===== src/rtl/sigdet_pkg.sv =====
// sigdet_pkg: shared constants and threshold-code tables for the signal detector.
// Assumes threshold values fit in 8 bits (all table entries are below 256 mV).
package sigdet_pkg;

    localparam logic [7:0] ADDR_ON_CODES  = 8'h05;
    localparam logic [7:0] ADDR_OFF_CODES = 8'h06;
    localparam logic [7:0] ADDR_EN_CTRL   = 8'h07;

    typedef logic [1:0] thr_code_t;

    // Turn-on level in mV for a 2-bit code (table is deliberately not monotonic).
    function automatic logic [7:0] on_code_mv(input thr_code_t code);
        case (code)
            2'b00:   on_code_mv = 8'd70;
            2'b01:   on_code_mv = 8'd55;
            2'b10:   on_code_mv = 8'd90;
            default: on_code_mv = 8'd75;
        endcase
    endfunction

    // Turn-off level in mV for a 2-bit code.
    function automatic logic [7:0] off_code_mv(input thr_code_t code);
        case (code)
            2'b00:   off_code_mv = 8'd40;
            2'b01:   off_code_mv = 8'd30;
            2'b10:   off_code_mv = 8'd55;
            default: off_code_mv = 8'd45;
        endcase
    endfunction

endpackage


===== src/rtl/sigdet_cfg_regs.sv =====
// sigdet_cfg_regs: holds the turn-on code byte, the turn-off code byte and the
// enable-source control bit. Writes land on the clock edge with cfg_we high.
// Assumes 2*NUM_CH <= 8 so that all codes fit in one byte.
module sigdet_cfg_regs
    import sigdet_pkg::*;
#(
    parameter int NUM_CH = 4
) (
    input  logic                  clk,
    input  logic                  rst_n,
    input  logic                  cfg_we,
    input  logic [7:0]            cfg_addr,
    input  logic [7:0]            cfg_wdata,
    output logic [2*NUM_CH-1:0]   on_codes,
    output logic [2*NUM_CH-1:0]   off_codes,
    output logic                  en_src_reg
);

    localparam int CODE_W = 2 * NUM_CH;

    // Register the three configuration bytes; reset to all-zero codes.
    always_ff @(posedge clk) begin
        if (!rst_n) begin
            on_codes   <= '0;
            off_codes  <= '0;
            en_src_reg <= 1'b0;
        end else if (cfg_we) begin
            if (cfg_addr == ADDR_ON_CODES)  on_codes   <= cfg_wdata[CODE_W-1:0];
            if (cfg_addr == ADDR_OFF_CODES) off_codes  <= cfg_wdata[CODE_W-1:0];
            if (cfg_addr == ADDR_EN_CTRL)   en_src_reg <= cfg_wdata[0];
        end
    end

    p_on_write_r5: assert property (@(posedge clk) disable iff (!rst_n)
        (cfg_we && cfg_addr == ADDR_ON_CODES) |=> (on_codes == $past(cfg_wdata[CODE_W-1:0])));

    p_off_write_r6: assert property (@(posedge clk) disable iff (!rst_n)
        (cfg_we && cfg_addr == ADDR_OFF_CODES) |=> (off_codes == $past(cfg_wdata[CODE_W-1:0])));

    p_codes_hold_r7: assert property (@(posedge clk) disable iff (!rst_n)
        !cfg_we |=> ($stable(on_codes) && $stable(off_codes) && $stable(en_src_reg)));

endmodule


===== src/rtl/sigdet_thresh_dec.sv =====
// sigdet_thresh_dec: turns one channel's 2-bit turn-on and turn-off codes
// into millivolt levels at the amplitude width. Purely combinational.
// Assumes AMP_W >= 8.
module sigdet_thresh_dec
    import sigdet_pkg::*;
#(
    parameter int AMP_W = 10
) (
    input  thr_code_t          on_code,
    input  thr_code_t          off_code,
    output logic [AMP_W-1:0]   on_mv,
    output logic [AMP_W-1:0]   off_mv
);

    // Table lookup, widened to the amplitude width.
    always_comb begin
        on_mv  = AMP_W'(on_code_mv(on_code));
        off_mv = AMP_W'(off_code_mv(off_code));
    end

endmodule


===== src/rtl/sigdet_chan.sv =====
// sigdet_chan: hysteretic detect flag for one channel with a dwell filter.
// While the flag is 0 it waits for samples strictly above the turn-on level;
// while it is 1 it waits for samples strictly below the turn-off level.
// The flag toggles once DWELL consecutive valid samples meet that condition.
// Invalid cycles are ignored. A valid sample that misses the condition clears the run.
module sigdet_chan #(
    parameter int AMP_W = 10,
    parameter int DWELL = 4
) (
    input  logic               clk,
    input  logic               rst_n,
    input  logic               amp_valid,
    input  logic [AMP_W-1:0]   amp_mv,
    input  logic [AMP_W-1:0]   on_mv,
    input  logic [AMP_W-1:0]   off_mv,
    output logic               sd
);

    localparam int CNT_W = $clog2(DWELL + 1);
    localparam logic [CNT_W-1:0] LAST = CNT_W'(DWELL - 1);

    logic [CNT_W-1:0] run_cnt;
    logic             toward;

    // Condition that would move the flag away from its present value.
    always_comb toward = sd ? (amp_mv < off_mv) : (amp_mv > on_mv);

    // Count qualifying samples and toggle the flag at the end of the run.
    always_ff @(posedge clk) begin
        if (!rst_n) begin
            sd      <= 1'b0;
            run_cnt <= '0;
        end else if (amp_valid) begin
            if (!toward) begin
                run_cnt <= '0;
            end else if (run_cnt == LAST) begin
                sd      <= ~sd;
                run_cnt <= '0;
            end else begin
                run_cnt <= run_cnt + 1'b1;
            end
        end
    end

    p_rise_above_on_r1: assert property (@(posedge clk) disable iff (!rst_n)
        $rose(sd) |-> $past(amp_valid && (amp_mv > on_mv)));

    p_fall_below_off_r2: assert property (@(posedge clk) disable iff (!rst_n)
        $fell(sd) |-> $past(amp_valid && (amp_mv < off_mv)));

    p_idle_holds_r4: assert property (@(posedge clk) disable iff (!rst_n)
        !amp_valid |=> ($stable(sd) && $stable(run_cnt)));

    p_cnt_bound_r4: assert property (@(posedge clk) disable iff (!rst_n)
        run_cnt <= LAST);

endmodule


===== src/rtl/sigdet_quad.sv =====
// sigdet_quad: top of the multi-channel signal detector. It instantiates the
// configuration registers and, per channel, a code decoder and a hysteretic
// detector. It builds the status byte and selects each channel's enable source.
// Assumes NUM_CH <= 4 so that the flags and codes fit in single bytes.
module sigdet_quad
    import sigdet_pkg::*;
#(
    parameter int NUM_CH = 4,
    parameter int AMP_W  = 10,
    parameter int DWELL  = 4
) (
    input  logic                     clk,
    input  logic                     rst_n,
    input  logic [NUM_CH-1:0]        amp_valid,
    input  logic [NUM_CH*AMP_W-1:0]  amp_mv,
    input  logic                     cfg_we,
    input  logic [7:0]               cfg_addr,
    input  logic [7:0]               cfg_wdata,
    input  logic [NUM_CH-1:0]        en_pin,
    input  logic                     auto_en,
    input  logic [NUM_CH-1:0]        ch_en_reg,
    output logic [NUM_CH-1:0]        sd_flag,
    output logic [7:0]               sd_status,
    output logic [NUM_CH-1:0]        ch_enable
);

    localparam int PAD_W = 8 - NUM_CH;

    logic [2*NUM_CH-1:0] on_codes;
    logic [2*NUM_CH-1:0] off_codes;
    logic                en_src_reg;

    sigdet_cfg_regs #(.NUM_CH(NUM_CH)) u_cfg (
        .clk        (clk),
        .rst_n      (rst_n),
        .cfg_we     (cfg_we),
        .cfg_addr   (cfg_addr),
        .cfg_wdata  (cfg_wdata),
        .on_codes   (on_codes),
        .off_codes  (off_codes),
        .en_src_reg (en_src_reg)
    );

    for (genvar ch = 0; ch < NUM_CH; ch++) begin : g_ch
        logic [AMP_W-1:0] on_mv;
        logic [AMP_W-1:0] off_mv;

        sigdet_thresh_dec #(.AMP_W(AMP_W)) u_dec (
            .on_code  (on_codes[2*ch +: 2]),
            .off_code (off_codes[2*ch +: 2]),
            .on_mv    (on_mv),
            .off_mv   (off_mv)
        );

        sigdet_chan #(.AMP_W(AMP_W), .DWELL(DWELL)) u_chan (
            .clk       (clk),
            .rst_n     (rst_n),
            .amp_valid (amp_valid[ch]),
            .amp_mv    (amp_mv[ch*AMP_W +: AMP_W]),
            .on_mv     (on_mv),
            .off_mv    (off_mv),
            .sd        (sd_flag[ch])
        );

        // Enable source: register bits, else own flag (auto), else pin.
        always_comb begin
            if (en_src_reg)   ch_enable[ch] = ch_en_reg[ch];
            else if (auto_en) ch_enable[ch] = sd_flag[ch];
            else              ch_enable[ch] = en_pin[ch];
        end

        p_auto_loop_r9: assert property (@(posedge clk) disable iff (!rst_n)
            (!en_src_reg && auto_en && $rose(sd_flag[ch])) |-> ch_enable[ch]);

        p_reg_source_r9: assert property (@(posedge clk) disable iff (!rst_n)
            en_src_reg |-> (ch_enable[ch] == ch_en_reg[ch]));
    end

    // Status byte: flags in the low bits, zero padding above.
    always_comb sd_status = {{PAD_W{1'b0}}, sd_flag};

    p_status_pad_r8: assert property (@(posedge clk) disable iff (!rst_n)
        sd_status[7:NUM_CH] == '0);

endmodule


===== config.mk =====
export PLATFORM = sky130hd
export DESIGN_NAME = sigdet_quad
export DESIGN_NICKNAME = d
export VERILOG_FILES = /design/src/rtl/sigdet_pkg.sv /design/src/rtl/sigdet_cfg_regs.sv /design/src/rtl/sigdet_thresh_dec.sv /design/src/rtl/sigdet_chan.sv /design/src/rtl/sigdet_quad.sv
export SDC_FILE = /design/constraint.sdc
export NUM_CORES = 1
export LEC_CHECK = 0
export BUFFER_PORTS_ARGS = -buffer_cell sky130_fd_sc_hd__buf_2
export CORE_ASPECT_RATIO = 1.5
export CORE_MARGIN = 1
export CORE_UTILIZATION = 48
export CTS_BUF_LIST = sky130_fd_sc_hd__clkbuf_8
export DETAILED_ROUTE_END_ITERATION = 10
export PLACE_DENSITY = 0.8
export SKIP_CTS_REPAIR_TIMING = 1
export SYNTH_ARGS = -nofsm -noshare
export SYNTH_HDL_FRONTEND = slang
export SYNTH_SLANG_ARGS = --single-unit
export TNS_END_PERCENT = 10

===== constraint.sdc =====
create_clock -name clk -period 2.7 [get_ports clk]
set_input_delay 0.27 -clock clk [delete_from_list [all_inputs] [get_ports clk]]
set_output_delay 0.27 -clock clk [all_outputs]
set_load 0.05 [all_outputs]

==> results.cfg, run 1 <==
[sta]
fin_setup_tns_ns = 0
hold_viol = 0
tightest_slew_ns = 0.689
max-slew-margin-rel_pct = 53.9
finalHoldWorstSlack_ns = 0.208
fin_ws_ns = 0.316
fmax_mhz = 419
fin_max_slew_vios = 0
final.setup_skew_ns = 0.00230
timing.final.setup_violations = 0
final.period_utilization_pct = 88.3
grt_setup_unrepaired = no
fin_crit_ns = 2.38

[die]
total_number_of_placement_rows = 36
design.die.area_um2 = 7110
initial_utilization_pct = 49.7
placeableCoreArea_um2 = 6530
die_width_um = 69.2
die-height_um = 103
io_pins = 88

[finish]
stdcell_area_um2 = 3740
diodes = 0
multiInputGateArea_um2 = 2330
final_core_utilization_pct = 57.3
area.growth.synth_to_final_pct = 15.3
layout_top_registers = g_ch.u_chan.run_cnt: 12 flops, u_cfg.off_codes: 8 flops, u_cfg.on_codes: 8 flops
regArea_um2 = 661
final_layout_size_suffix_gt1_share_pct = 20.6
flip_flop_count_of_the_largest_register_all_copies_and_words_added = 12
register_bank_with_the_most_flops = g_ch.u_chan.run_cnt
final.fill_count = 602
finish.cell_count_without_fillers = 527
finish.net_count = 607

[synth]
syn-cell-area_um2 = 3250
post-synth-top-area-cell = ha_1
count_of_warnings_emitted_by_yosys = 0
synthFlopType = dfxtp_1
synth_edf_count = 0
synth_sequential_area_ratio_pct = 20.3
synth_area_per_cell_um2 = 8.64
synth_top_cell_area_share_pct = 32.4
synthArstFlopShare_pct = 0
synth_area_leaders = ha_1, dfxtp_1, mux2i_1, inv_1, nor2_1
ys_ff_latch = 33
post_synth_inst_count = 376
ys_types = 54

[worst_setup_path]
worst-r2r-cell-count = 9
critical_path.max_fanout = 4
critPathRequiredTime_ns = 2.88
cpPeakStageDelay_ns = 0.38
path_cells = inv_1 > ha_1 > or2_2 > ha_1 > and4_1 > a31o_1 > a41oi_1 > a31oi_1 > o41ai_1
timing.critical_path.depth = 9
worst-setup-path-type = reg2reg
crit_arrival_ns = 2.57
critical_path.endpoint_type = register
worstPathBufferInverterCount = 1
cp-start-kind = register
crit_family = compound AO/OA/AOI/OAI gates
critPathMostFrequentCell = ha_1
slowest_stage = dfxtp_1

[routing]
routed_wire_length_um = 6670
via_count = 2894
antenna_left = 0
first_pass_iters = 4
detail_route.drc_violations = 0
first_iter_violations = 71
viasPerCell = 5.49
drt-wirelength-per-cell_um = 12.7

[global_route]
grt.total_usage_pct = 19.8
grt_first_pass_wirelength_um = 11400
initial_antenna_violation_count = 0
grt_start_max_net_pins = 25
vias_in_the_first_global_route = 2798
globalRouteOverflowTotal = 0

[clocking]
htreeDepth = 2
clkSlewWorstSetupHoldPaths_ns = 0.07
tritoncts_num_sinks = 33
clock_insertion_delay_worst_skew_ns = 0.28
tritoncts_clock_tree = yes
cts_max_path_buffers = 2
clockRootBuffer = clkbuf_8
cts_inserted_buffers = 5

[worst_hold_path]
timing.hold.worst_path_depth = 2
timing.hold.worst.class = in2reg

[flow_run]
max_cap_viol = 0

[power]
power.density_nw_per_um2 = 316
leakage_nw = 1.85
ir_drop_mv = 0.202
report.power.total_mw = 1.18

[placed_design]
post-place-cells = 520
place_ws_ns = 0.355
dpl.hpwl_um = 5570
detailed_place.area_um2 = 3660
io_buffers = 83
final_weighted_congestion_in_routability_driven_placement = 0.775

[outcome]
outcome = complete, no violations
layer usage:
| metal | GRT usage (%) | routed length [um] | vias to the layer above |
|---|---|---|---|
| li1 | - | - | 1484 |
| met3 | 3.42 | 324 | 11 |
| met2 | 40.1 | 3610 | 75 |
| met1 | 19.9 | 2630 | 1324 |
| met5 | 0 | 0 | - |
| met4 | 7.38 | 99 | 0 |
Yosys cell counts (2+ instances only):
cell type	count
a21o_1	4
a21oi_1	14
a31oi_1	2
a41o_1	2
and3_1	4
and4_1	2
buf_4	12
clkbuf_1	5
dfxtp_1	33
ha_1	84
inv_1	40
mux2i_1	20
nand2_1	17
nand2b_1	4
nand3_1	7
nand3b_1	5
nand4_1	10
nand4b_1	6
nor2_1	32
nor2b_1	2
nor3_1	6
nor4_1	3
nor4b_1	2
o211a_1	2
o211ai_1	4
o21ai_1	13
o21bai_1	6
o22ai_1	5
o31ai_1	3
or2_1	3
power by group:
group | total, mW | internal [mW] | leakage (nW) | switching [mW]
logic | 0.289 | 0.113 | 1.53 | 0.177
clock network | 0.374 | 0.198 | 0.0485 | 0.176
registers | 0.518 | 0.502 | 0.267 | 0.0157
kinds of logic after synthesis:
kind of cell               share of synthesized area, %
adders and majority gates                          32.4
DFF                                                20.3
and+or+nand+nor                                    17.9
muxes                                              6.16
other                                             0.115
AOI/OAI and AO/OA                                  14.9
buffers and inverters                              8.20
cell usage in the layout, fill, tap and decap left out, types with 3 or more instances in the layout:
cell type,n
a21o_1,4
a21oi_1,14
and3_1,4
buf_2,83
clkbuf_8,6
conb_1,4
dfxtp_1,33
ha_1,84
inv_1,41
mux2i_1,20
nand2_1,17
nand2b_1,4
nand3_1,7
nand3b_1,5
nand4_1,10
nand4b_1,6
nor2_1,32
nor3_1,6
nor4_1,3
o211ai_1,4
o21ai_1,13
o21bai_1,6
o22ai_1,5
o31ai_1,3
or2_1,3
worst paths after layout:
kind	startpoint	end	slack (ns)
max reg2reg	u_cfg.on_codes[1]$_SDFFE_PN0P_	g_ch[0].u_chan.run_cnt[0]$_SDFFE_PN0P_	0.32
min reg2reg	g_ch[1].u_chan.run_cnt[2]$_SDFFE_PN0P_	g_ch[1].u_chan.run_cnt[2]$_SDFFE_PN0P_	0.43
min	amp_valid[1]	g_ch[1].u_chan.run_cnt[2]$_SDFFE_PN0P_	0.21
max	u_cfg.on_codes[1]$_SDFFE_PN0P_	g_ch[0].u_chan.run_cnt[0]$_SDFFE_PN0P_	0.32
final cells by class:
type                       instances  share of cell area (%)
inverter                          41                    4.11
timing repair buffer              83                    11.1
multi-input combinational        287                    62.3
clock buffer                       6                    2.21
sequential                        33                    17.6
clock inverter                     1                   0.100
tap                               76                    2.54
Power figures use the tool's default switching activity.
==> run 2, diff against run 1 <==
==> constraint.sdc (replaced) <==
create_clock -name clk -period 2.7 [get_ports clk]
set_input_delay 0.405 -clock clk [delete_from_list [all_inputs] [get_ports clk]]
set_output_delay 0.405 -clock clk [all_outputs]
set_load 0.05 [all_outputs]
==> results.cfg, run 2 (synthesized netlist as in run 1, its figures left out) <==
[flow_run]
max_cap_viol = 0

[sta]
finalHoldWorstSlack_ns = 0.342
fin_setup_tns_ns = 0
final.setup_skew_ns = 0.00964
tightest_slew_ns = 0.628
fin_crit_ns = 2.36
timing.final.setup_violations = 0
fmax_mhz = 424
hold_viol = 0
grt_setup_unrepaired = no
final.period_utilization_pct = 87.3
max-slew-margin-rel_pct = 58.1
fin_max_slew_vios = 0

[routing]
drt-wirelength-per-cell_um = 12.8
antenna_left = 0
first_pass_iters = 4
first_iter_violations = 75
via_count = 2916
drt-met1-wl_um = 2770
top_sig_layer = met4
viasPerCell = 5.51
routed_wire_length_um = 6760
met3RoutedLength_um = 235
detail_route.drc_violations = 0
length_of_routed_met2_wiring_um = 3600

[global_route]
initial_antenna_violation_count = 0
grt_start_max_net_pins = 25
globalRouteOverflowTotal = 0
grt.total_usage_pct = 19.6
grt_first_pass_wirelength_um = 11300
vias_in_the_first_global_route = 2748

[power]
leakage_nw = 1.85
power.density_nw_per_um2 = 311
report.power.total_mw = 1.17
ir_drop_mv = 0.260

[worst_setup_path]
cp-start-kind = register
cpPeakStageDelay_ns = 0.38
worst-setup-path-type = reg2reg
rr_endpoint = g_ch[0].u_chan.run_cnt[0]$_SDFFE_PN0P_
worstSetupEndpoint = g_ch[0].u_chan.run_cnt[0]$_SDFFE_PN0P_
worst_setup_path_startpoint = u_cfg.on_codes[1]$_SDFFE_PN0P_
slowest_stage = dfxtp_1
critical_path.endpoint_type = register
regToRegSetupSlack_ns = 0.34
path_cells = inv_1 > ha_1 > or2_2 > ha_1 > and4_1 > a31o_1 > a41oi_1 > a31oi_1 > o41ai_1
reg2reg_from = u_cfg.on_codes[1]$_SDFFE_PN0P_
crit_arrival_ns = 2.54
critPathRequiredTime_ns = 2.88
critPathMostFrequentCell = ha_1
worst-r2r-cell-count = 9
critical_path.max_fanout = 4

[placed_design]
dpl.hpwl_um = 5690
final_weighted_congestion_in_routability_driven_placement = 0.794
io_buffers = 83

[finish]
layout_commonest_cell = ha_1
finish.net_count = 608
flip_flop_count_of_the_largest_register_all_copies_and_words_added = 12
most-common-layout-cells = ha_1, buf_2, inv_1
register_bank_with_the_most_flops = g_ch.u_chan.run_cnt
layout_top_registers = g_ch.u_chan.run_cnt: 12 flops, u_cfg.off_codes: 8 flops, u_cfg.on_codes: 8 flops
diodes = 0
final_layout_size_suffix_gt1_share_pct = 21.0
area.growth.synth_to_final_pct = 15.4

[die]
die-height_um = 103
placeableCoreArea_um2 = 6530
design.die.area_um2 = 7110
die_width_um = 69.2
initial_utilization_pct = 49.7
io_pins = 88
total_number_of_placement_rows = 36

[clocking]
clockRootBuffer = clkbuf_8
tritoncts_clock_tree = yes
clkSlewWorstSetupHoldPaths_ns = 0.07
clock_insertion_delay_worst_skew_ns = 0.28
cts_inserted_buffers = 5
htreeDepth = 2
cts_max_path_buffers = 2
tritoncts_num_sinks = 33

[outcome]
outcome = complete, no violations

[worst_hold_path]
timing.hold.worst.class = in2reg
[run 2: changes by cell type in the layout (fill, tap and decap cells not counted)]
cell / previous run / this run
buf_4: 0 / 1
clkbuf_8: 6 / 5
clkinv_2: 0 / 2
[run 2: critical path, delay by kind of cell, from the launching register on]
family / cells / cell delay, ns
compound gates: 4 / 0.84
simple gates: 2 / 0.48
buf+inv: 1 / 0.08
fa+ha+maj: 2 / 0.49
flops: 1 / 0.38
[run 2: metrics by stage]
| step | utilization, % | area [um^2] | instances | worst slack, ns |
|---|---|---|---|---|
| after global placement | 56.1 | 3660 | 521 | 0.456 |
| after floorplan | - | 3260 | 379 | 0.533 |
| after global routing | 57.4 | 3750 | 529 | 0.169 |
| after CTS | 57.4 | 3750 | 529 | 0.335 |
| after detailed placement | 56.1 | 3660 | 521 | 0.353 |
| final | 57.4 | 3750 | 529 | 0.342 |
[run 2: final cells by class]
cell class / count / area [um^2]
tap: 76 / 95.1
fill: 612 / 2780
sequential: 33 / 661
clock inverter: 3 / 13.8
multi-input combinational: 287 / 2330
clock buffer: 5 / 68.8
timing repair buffer: 84 / 423
inverter: 41 / 154
[run 2: report_power, final]
part           switching [mW]  internal (mW)
combinational           0.176          0.113
sequential             0.0161          0.502
clock                   0.183          0.175
[run 2: per-layer routing]
metal  vias up  track usage (%)
met5         -                0
met4         0             9.11
met3        15             2.35
met2        76             38.5
met1      1336             20.9
li1       1489                -
[run 2: worst min-delay path by stage]
| stage | from | endpoint | depth (start not counted) | slack, ns |
|---|---|---|---|---|
| after floorplan | g_ch[1].u_chan.run_cnt[2]$_SDFFE_PN0P_ | g_ch[1].u_chan.run_cnt[2]$_SDFFE_PN0P_ | 2 | 0.41 |
| after detailed placement | g_ch[1].u_chan.run_cnt[2]$_SDFFE_PN0P_ | g_ch[1].u_chan.run_cnt[2]$_SDFFE_PN0P_ | 2 | 0.42 |
| after global routing | amp_valid[1] | g_ch[1].u_chan.run_cnt[2]$_SDFFE_PN0P_ | 2 | 0.35 |
| after CTS | amp_valid[1] | g_ch[1].u_chan.run_cnt[2]$_SDFFE_PN0P_ | 2 | 0.34 |
| final | amp_valid[1] | g_ch[1].u_chan.run_cnt[2]$_SDFFE_PN0P_ | 2 | 0.34 |
| after global placement | g_ch[1].u_chan.run_cnt[2]$_SDFFE_PN0P_ | g_ch[1].u_chan.run_cnt[2]$_SDFFE_PN0P_ | 2 | 0.42 |
==> run 3, diff against run 2 <==
Clock period 2.7 ns to 2.2 ns, I/O delays scaled along.
==> results.cfg, run 3 (synthesized netlist as in run 1, its figures left out) <==
[routing]
first_iter_violations = 72
viasPerCell = 5.50
drt-wirelength-per-cell_um = 13.3
antenna_left = 0
first_pass_iters = 4
via_count = 2956
detail_route.drc_violations = 0
routed_wire_length_um = 7170

[finish]
most-common-layout-cells = buf_2, ha_1, inv_1
finish.cell_count_without_fillers = 537
diodes = 0
layout_commonest_cell = buf_2
flip_flop_count_of_the_largest_register_all_copies_and_words_added = 12
final_core_utilization_pct = 60.3
register_bank_with_the_most_flops = g_ch.u_chan.run_cnt
area.growth.synth_to_final_pct = 21.3
layout_top_registers = g_ch.u_chan.run_cnt: 12 flops, u_cfg.off_codes: 8 flops, u_cfg.on_codes: 8 flops
final.fill_count = 574
final_layout_size_suffix_gt1_share_pct = 27.8
finish.net_count = 616

[die]
total_number_of_placement_rows = 36
placeableCoreArea_um2 = 6530
die-height_um = 103
design.die.area_um2 = 7110
initial_utilization_pct = 49.7
die_width_um = 69.2
io_pins = 88

[clocking]
cts_inserted_buffers = 5
clock_insertion_delay_worst_skew_ns = 0.28
clockRootBuffer = clkbuf_8
clkSlewWorstSetupHoldPaths_ns = 0.07
tritoncts_num_sinks = 33
cts_max_path_buffers = 2
htreeDepth = 2
tritoncts_clock_tree = yes

[placed_design]
final_weighted_congestion_in_routability_driven_placement = 0.825
dpl.hpwl_um = 5710
post-place-cells = 527
place_ws_ns = -0.0911
io_buffers = 83

[worst_setup_path]
critical_path.endpoint_type = register
worst-setup-path-type = reg2reg
cp-start-kind = register
critical_path.max_fanout = 4
rr_endpoint = g_ch[0].u_chan.run_cnt[2]$_SDFFE_PN0P_
worstSetupEndpoint = g_ch[0].u_chan.run_cnt[2]$_SDFFE_PN0P_
reg2reg_from = u_cfg.on_codes[0]$_SDFFE_PN0P_
critPathRequiredTime_ns = 2.37
regToRegSetupSlack_ns = 0.08
worst-r2r-cell-count = 10
crit_arrival_ns = 2.29
worst_setup_path_startpoint = u_cfg.on_codes[0]$_SDFFE_PN0P_

[sta]
fin_crit_ns = 2.12
final.period_utilization_pct = 96.4
timing.final.setup_violations = 0
final.setup_skew_ns = 0.00479
hold_viol = 0
fmax_mhz = 471
fin_max_slew_vios = 0
fin_ws_ns = 0.0790

[outcome]
outcome = complete, no violations

[global_route]
initial_antenna_violation_count = 0
grt_start_max_net_pins = 25
grt_first_pass_wirelength_um = 11600
grt.total_usage_pct = 20.0
vias_in_the_first_global_route = 2878
globalRouteOverflowTotal = 0

[worst_hold_path]
timing.hold.worst.class = in2reg
timing.hold.worst_path_depth = 2
worst_hold_startpoint = amp_valid[1]

[power]
report.power.total_mw = 1.45
power.density_nw_per_um2 = 369
ir_drop_mv = 0.354
leakage_nw = 1.91

[flow_run]
max_cap_viol = 0
-- run 3: changes by cell type in the layout (fill, tap and decap cells not counted), moves of 2 or more --
cell,change
buf_4,+8
dfxtp_1,-6
dfxtp_2,+5
ha_1,-4
ha_4,+4
inv_1,-4
inv_2,+4
o21ai_1,-2
o21ai_2,+2
-- run 3: cell type report --
cell class | instances | area (um^2) | area share, %
inverters | 41 | 154 | 3.91
flip-flops and latches | 33 | 671 | 17.0
clock inverters | 3 | 13.8 | 0.349
repair buffers | 92 | 483 | 12.3
well taps | 76 | 95.1 | 2.41
multi-input cells | 287 | 2450 | 62.3
clock buffers | 5 | 68.8 | 1.75
-- run 3: worst max-delay path, cell delays in order, from the launching register on --
cell and delay (ns):
dfxtp_4 0.40, inv_2 0.05, ha_1 0.23, o21bai_4 0.18, ha_4 0.23, and4b_1 0.18
o21ai_2 0.17, a41oi_2 0.16, a31oi_2 0.21, buf_4 0.15, o22ai_2 0.05
-- run 3: worst min path at each step --
stage                                              to
2_1_floorplan  g_ch[1].u_chan.run_cnt[2]$_SDFFE_PN0P_
6_report       g_ch[1].u_chan.run_cnt[2]$_SDFFE_PN0P_
4_1_cts        g_ch[1].u_chan.run_cnt[2]$_SDFFE_PN0P_
5_1_grt        g_ch[1].u_chan.run_cnt[2]$_SDFFE_PN0P_
3_3_place_gp   g_ch[1].u_chan.run_cnt[2]$_SDFFE_PN0P_
3_5_place_dp   g_ch[1].u_chan.run_cnt[2]$_SDFFE_PN0P_
-- run 3: through the flow --
| stage | instance area (um^2) | hold slack [ns] | TNS (ns) |
|---|---|---|---|
| CTS | 3790 | 0.257 | -0.142 |
| detailed placement | 3710 | 0.425 | -0.0911 |
| finish | 3940 | 0.261 | 0 |
| floorplan | 3260 | 0.407 | 0 |
| global placement | 3710 | 0.414 | 0 |
| global route | 3940 | 0.270 | -0.0199 |
-- run 3: power breakdown --
part	internal [mW]	switching [mW]	total (mW)
clock network	0.215	0.231	0.446
registers	0.615	0.0188	0.634
logic	0.146	0.226	0.372
-- run 3: layer usage --
metal / share of wire (%) / GRT usage (%) / vias up / wire length, um
met5: 0 / 0 / - / 0
met4: 1.5 / 4.24 / 0 / 105
met3: 4.0 / 3.42 / 8 / 288
met2: 55 / 42.3 / 76 / 3910
met1: 40 / 20.1 / 1368 / 2860
li1: - / - / 1504 / -
